## src/rtl/i2s_tx_pkg.sv

```systemverilog
package i2s_tx_pkg;

  // Per-cycle controls that the frame sequencer sends to the slot shifter
  typedef struct packed {
    logic load;     // a slot starts: replace the shift contents
    logic take_ok;  // this slot start may accept a word
    logic clear;    // leaving run state: flush the shifter
    logic shift;    // bit-clock falling edge: advance one bit
  } slot_ctl_t;

  // Slot width implied by the resolution field; out-of-range means full word
  function automatic int slot_len(int res_val, int word_w);
    return (res_val == 0 || res_val > word_w) ? word_w : res_val;
  endfunction

endpackage

```

## src/rtl/i2s_tx_bclk_div.sv

```systemverilog
module i2s_tx_bclk_div #(
  parameter int HALF_W = 9
) (
  input  logic              clk,
  input  logic              rst_n,
  input  logic              run,
  input  logic [HALF_W-1:0] half_len,
  output logic              sck,
  output logic              fall_tick
);

  localparam logic [HALF_W-1:0] ONE = HALF_W'(1);

  logic [HALF_W-1:0] cnt_q;
  logic              sck_q;
  logic              at_end;

  assign at_end    = (cnt_q == half_len - ONE);
  assign fall_tick = run && sck_q && at_end;
  assign sck       = sck_q;

  always_ff @(posedge clk or negedge rst_n) begin
    if (!rst_n) begin
      cnt_q <= '0;
      sck_q <= 1'b0;
    end else if (!run) begin
      cnt_q <= '0;
      sck_q <= 1'b0;
    end else if (at_end) begin
      cnt_q <= '0;
      sck_q <= ~sck_q;
    end else begin
      cnt_q <= cnt_q + ONE;
    end
  end

endmodule

```

## src/rtl/i2s_tx_frame_seq.sv

```systemverilog
module i2s_tx_frame_seq
  import i2s_tx_pkg::*;
#(
  parameter int WORD_W  = 32,
  parameter int RATIO_W = 8,
  parameter int RES_W   = 6,
  parameter int CNT_W   = 7,
  parameter int HALF_W  = 9
) (
  input  logic               clk,
  input  logic               rst_n,
  input  logic               tx_en,
  input  logic [RATIO_W-1:0] ratio,
  input  logic [RES_W-1:0]   res,
  input  logic               fall_tick,
  output logic               run,
  output logic [HALF_W-1:0]  half_len,
  output logic               ws,
  output slot_ctl_t          ctl,
  output logic [CNT_W-1:0]   load_len
);

  localparam logic [CNT_W-1:0] ONE = CNT_W'(1);

  logic               run_q, zero_q, ws_q;
  logic [CNT_W-1:0]   pos_q, len_q;
  logic [RATIO_W-1:0] ratio_q;

  logic [CNT_W-1:0]   res_len, len_use, pos_nx;
  logic               last, start, stop, wrap, mid, restart, ws_nx;

  assign res_len = CNT_W'(slot_len(int'(res), WORD_W));
  assign last    = (pos_q == ((len_q << 1) - ONE));
  assign start   = !run_q && tx_en;
  assign stop    = fall_tick && last && !tx_en;
  assign wrap    = fall_tick && last && tx_en;
  assign mid     = fall_tick && !last && ((pos_q + ONE) == len_q);
  assign restart = start || wrap;

  assign len_use = restart ? res_len : len_q;
  assign pos_nx  = restart ? '0 : pos_q + ONE;
  // word select announces the channel of the following bit position
  assign ws_nx   = (pos_nx >= len_use - ONE) && (pos_nx != ((len_use << 1) - ONE));

  assign ctl.load    = restart || mid;
  assign ctl.take_ok = wrap || (mid && !zero_q);
  assign ctl.clear   = stop;
  assign ctl.shift   = fall_tick;

  assign run      = run_q;
  assign ws       = ws_q;
  assign load_len = len_use;
  assign half_len = HALF_W'(ratio_q) + HALF_W'(2);

  always_ff @(posedge clk or negedge rst_n) begin
    if (!rst_n) begin
      run_q   <= 1'b0;
      zero_q  <= 1'b0;
      ws_q    <= 1'b0;
      pos_q   <= '0;
      len_q   <= CNT_W'(WORD_W);
      ratio_q <= '0;
    end else if (start) begin
      run_q   <= 1'b1;
      zero_q  <= 1'b1;
      ws_q    <= ws_nx;
      pos_q   <= '0;
      len_q   <= res_len;
      ratio_q <= ratio;
    end else if (stop) begin
      run_q   <= 1'b0;
      zero_q  <= 1'b0;
      ws_q    <= 1'b0;
      pos_q   <= '0;
    end else if (fall_tick) begin
      pos_q <= pos_nx;
      ws_q  <= ws_nx;
      if (wrap) begin
        len_q   <= res_len;
        ratio_q <= ratio;
        zero_q  <= 1'b0;
      end
    end
  end

endmodule

```

## src/rtl/i2s_tx_slot_shift.sv

```systemverilog
module i2s_tx_slot_shift #(
  parameter int WORD_W = 32,
  parameter int CNT_W  = 7
) (
  input  logic              clk,
  input  logic              rst_n,
  input  logic              load,
  input  logic              take,
  input  logic              clear,
  input  logic              shift,
  input  logic [WORD_W-1:0] data,
  input  logic [CNT_W-1:0]  load_len,
  output logic              sd
);

  logic [WORD_W-1:0] shreg_q;
  logic [CNT_W-1:0]  align;

  // move the low load_len bits up so the field's MSB sits at the top
  assign align = CNT_W'(WORD_W) - load_len;
  assign sd    = shreg_q[WORD_W-1];

  always_ff @(posedge clk or negedge rst_n) begin
    if (!rst_n) begin
      shreg_q <= '0;
    end else if (clear) begin
      shreg_q <= '0;
    end else if (load) begin
      shreg_q <= take ? (data << align) : '0;
    end else if (shift) begin
      shreg_q <= shreg_q << 1;
    end
  end

endmodule

```

## src/rtl/i2s_tx_serializer.sv

```systemverilog
module i2s_tx_serializer
  import i2s_tx_pkg::*;
#(
  parameter int WORD_W  = 32,
  parameter int RATIO_W = 8,
  parameter int RES_W   = 6
) (
  input  logic               clk,
  input  logic               rst_n,
  input  logic               tx_en,
  input  logic [RATIO_W-1:0] ratio,
  input  logic [RES_W-1:0]   res,
  input  logic               s_valid,
  output logic               s_ready,
  input  logic [WORD_W-1:0]  s_data,
  output logic               sck,
  output logic               ws,
  output logic               sd
);

  localparam int CNT_W  = $clog2(2 * WORD_W + 1);
  localparam int HALF_W = RATIO_W + 1;

  logic              run;
  logic              fall_tick;
  logic [HALF_W-1:0] half_len;
  logic [CNT_W-1:0]  load_len;
  slot_ctl_t         ctl;
  logic              take;

  assign s_ready = ctl.take_ok;
  assign take    = s_ready && s_valid;

  i2s_tx_bclk_div #(
    .HALF_W (HALF_W)
  ) u_div (
    .clk       (clk),
    .rst_n     (rst_n),
    .run       (run),
    .half_len  (half_len),
    .sck       (sck),
    .fall_tick (fall_tick)
  );

  i2s_tx_frame_seq #(
    .WORD_W  (WORD_W),
    .RATIO_W (RATIO_W),
    .RES_W   (RES_W),
    .CNT_W   (CNT_W),
    .HALF_W  (HALF_W)
  ) u_seq (
    .clk       (clk),
    .rst_n     (rst_n),
    .tx_en     (tx_en),
    .ratio     (ratio),
    .res       (res),
    .fall_tick (fall_tick),
    .run       (run),
    .half_len  (half_len),
    .ws        (ws),
    .ctl       (ctl),
    .load_len  (load_len)
  );

  i2s_tx_slot_shift #(
    .WORD_W (WORD_W),
    .CNT_W  (CNT_W)
  ) u_shift (
    .clk      (clk),
    .rst_n    (rst_n),
    .load     (ctl.load),
    .take     (take),
    .clear    (ctl.clear),
    .shift    (ctl.shift),
    .data     (s_data),
    .load_len (load_len),
    .sd       (sd)
  );

endmodule

```

## config.mk

```make
export PLATFORM = sky130hd
export DESIGN_NAME = i2s_tx_serializer
export DESIGN_NICKNAME = d
export VERILOG_FILES = /design/src/rtl/i2s_tx_pkg.sv /design/src/rtl/i2s_tx_bclk_div.sv /design/src/rtl/i2s_tx_frame_seq.sv /design/src/rtl/i2s_tx_slot_shift.sv /design/src/rtl/i2s_tx_serializer.sv
export SDC_FILE = /design/constraint.sdc
export NUM_CORES = 1
export LEC_CHECK = 0
export ABC_CLOCK_PERIOD_IN_PS = 9860
export CAP_MARGIN = 0
export CELL_PAD_IN_SITES_DETAIL_PLACEMENT = 1
export CELL_PAD_IN_SITES_GLOBAL_PLACEMENT = 2
export CORE_MARGIN = 2
export CORE_UTILIZATION = 23
export CTS_CLUSTER_DIAMETER = 200
export DETAILED_ROUTE_END_ITERATION = 12
export HOLD_SLACK_MARGIN = 0.02
export PLACE_DENSITY = 0.59
export SYNTH_ARGS = -nofsm -noshare
export SYNTH_HDL_FRONTEND = slang
export SYNTH_SLANG_ARGS = --single-unit
```

## constraint.sdc

```tcl
create_clock -name clk -period 9.86 [get_ports clk]
set_input_delay 1.972 -clock clk [delete_from_list [all_inputs] [get_ports clk]]
set_output_delay 1.972 -clock clk [all_outputs]
set_load 0.01 [all_outputs]
```

==> out/qor.txt <==
Status: completed
Fin crit share: 62.38%
Dominant synthesized flop cell: dfrtp_1
CTS tree: built
Tot Pwr: 1.083 mW
Reg2reg start: u_seq.ratio_q[0]
Largest cells by area after synthesis: dfrtp_1 29%, mux4_2 12%, nand2_1 4.7%
Leakage: 2.676 nW
Die width: 161.0 um
Leading area contributor after synthesis: dfrtp_1
Clk sinks: 66
Num CTS Buffers: 9
Setup Buffers After CTS: 0
Fill cell count: 2847
Final worst path period need: 6151 ps
Synth Register Bits: 66
Cell variety after synth: 72
Worst setup path start: tx_en
Global-route wire length before repair: 31770 um
All-Layer GR Usage: 15.77%
Area grow syn2layout: 19.56%
Setup crit end kind: flip-flop
CP bufs+invs: 3
Worst slew pin tran: 1053 ps
Syn_nets: 689
Setup CP Type: primary input to flip-flop
Slowest-stage cell, CP: ha_2
Synth top area share: 28.70%
RSZ-0062 raised after global routing: false
Nets: 717
Reg-to-reg setup timing slack: 4260 ps
# IOs: 54
HPWL after DPL: 14960 um
Asr flop ratio synth: 100.0%
Initial DRC count: 243
FF-to-FF End: u_shift.shreg_q[1]
Max VDD drop: 0.00007354 V
Root Buffer: clkbuf_16
Drt pass-1 iters: 4
Hold Crit Class: flip-flop to flip-flop
Setup TNS: 0 ps
# diodes: 0
Final wirelength: 19650 um
Worst skew pair latency: 350 ps
Fmax: 0.1626 GHz
Slew Limit Fails: 0
Largest net degree at the start of global routing: 67
H-tree depth: 3
Final hold violation count: 0
Clock skew: 11.94 ps
GPL Wtd Cong: 0.8122
Routed WL per cell: 19.99 um
Initial antenna violation count: 0
Die area: 25910 um^2
GRT met3 Usage: 2.144%
DRC viols: 0
Final setup fails: 0
Final instance count without filler cells: 983
GR Util met1: 23.07%
Number of gates resized after cts: 0
Worst-path fanout max: 38
Dpl ws: 3324 ps
Final hold slack: 494.8 ps
Vias in the first global route: 5381
CP Data Required Time: 10100 ps
Hold path endpoint: u_seq.zero_q
Post-synthesis sequential area ratio: 29.17%
EDFF count, synth: 0
Die Ht: 161.0 um
Hold Path Stages: 2
Yosys warns: 0
CP Cell Sequence: clkdlybuf4s50_1 > inv_1 > nor2_1 > a22o_1 > a31oi_1 > o211a_1 > buf_4 > ha_2 > mux4_2 > a22oi_1 > nand3b_1 > a31oi_1 > o221a_1
Core area: 24250 um^2
Vias per cell: 5.174
Worst Reg-to-Reg Cells: 17
Mapped Avg Cell Area: 9.052 um^2
Via count of the routed design: 5086
Post-synth top cells: 71 x nand2_1, 65 x dfrtp_1, 49 x nor2_1
Synth Instances: 626
Reg clk slew, reported paths: 60 ps
Max-slew headroom: 29.80%
Top Usage Layer GRT: met2
Critical path's most frequent cell: a31oi_1
Crit start category: primary input
Hold-fix buffers, CTS: 0
Grt total ovfl: 0
Slowest Stage Delay on Critical Path: 1090 ps
Count leader, synth: nand2_1
Post-route ant nets: 0
Buffers added on ports: 53
Share of layout cells above drive strength 1: 11.84%
Initial Util: 23.37%
Worst path top cell family by delay: compound AO/OA/AOI/OAI gates
Final worst slack: 3709 ps
Max Root-Sink Buffers: 2
Rows: 57
MaxCap Viol Count: 0
Post-Syn Area: 5667 um^2
Worst hold start: u_seq.zero_q
Placed insts: 967
Pwr per Cell Area: 159.9 nW/um^2
Arrival time at the worst endpoint: 6390 ps
Met2 usage: 24.05%
-- where the power goes --
part	switching (mW)	internal (mW)
combinational	0.178	0.164
sequential	0.0627	0.313
clock	0.137	0.229
total	0.378	0.705
-- per-stage QoR --
| stage | area (um^2) | util [%] |
|---|---|---|
| finish | 6775 | 27.94 |
| CTS | 6775 | 27.94 |
| detailed placement | 6447 | 26.59 |
| global route | 6775 | 27.94 |
| global placement | 6447 | 26.59 |
| floorplan | 5667 | - |
-- flip-flops by register name, indices dropped and copies added (netlist names), 6 cells and up --
signal and cells:
u_seq.len_q 6, u_shift.shreg_q 32, u_seq.ratio_q 8, u_div.cnt_q 9
u_seq.pos_q 7
-- logic make-up after synthesis --
| group | share of synthesized area [%] |
|---|---|
| and+or+nand+nor | 19.52 |
| AOI/OAI and AO/OA | 22.21 |
| DFF | 29.17 |
| buffers and inverters | 4.460 |
| muxes | 15.01 |
| xor gates and xnor gates | 6.757 |
| adders and majority gates | 2.870 |
-- layout make-up --
| class | instances | area, um^2 | area share [%] |
|---|---|---|---|
| Clock buffer | 10 | 239.0 | 3.527 |
| Clock inverter | 6 | 88.84 | 1.311 |
| Inverter | 16 | 60.06 | 0.8864 |
| Multi-Input combinational cell | 503 | 3766 | 55.59 |
| Sequential cell | 66 | 1653 | 24.40 |
| Tap cell | 324 | 405.4 | 5.983 |
| Timing Repair Buffer | 58 | 563.0 | 8.310 |
-- tightest hold or removal path, cell delays in order (launching register included) --
cell	delay [ps]
dfrtp_1	350
nand2_1	50
nand2_1	60
-- layout by cell type, fill, tap and decap left out, drive strengths merged, types with 5 or more instances in the layout --
cell type and n:
xor2 26, nand2b 14, or3 8, inv 17, a31oi 10, a221oi 6
o21ai 41, a21oi 38, dfrtp 65, buf 6, and2 11, nand3 18
mux4 29, mux2 6, and4 6, a21o 5, a22oi 21, clkbuf 10
ha 13, nand2 71, xnor2 15, clkdlybuf4s50 52, nor2 49, nor2b 9
a22o 18, mux2i 13, nor3 8, and3 8
-- layer usage --
layer,vias to the layer above,share of wire [%],wire [um]
li1,2381,-,-
met1,2576,50,9866
met2,111,45,8746
met3,18,3.6,699
met4,0,1.7,340
met5,-,0,0
-- worst max path at each step --
stage          slack [ps]  depth (start not counted)                   to
2_1_floorplan        3690                         16  u_shift.shreg_q[24]
3_3_place_gp         3430                         13  u_shift.shreg_q[30]
3_5_place_dp         3320                         13  u_shift.shreg_q[30]
4_1_cts              3690                         13  u_shift.shreg_q[30]
5_1_grt              3290                         13  u_shift.shreg_q[30]
6_report             3710                         13  u_shift.shreg_q[30]
No activity file was read; power rests on OpenSTA's default activity.
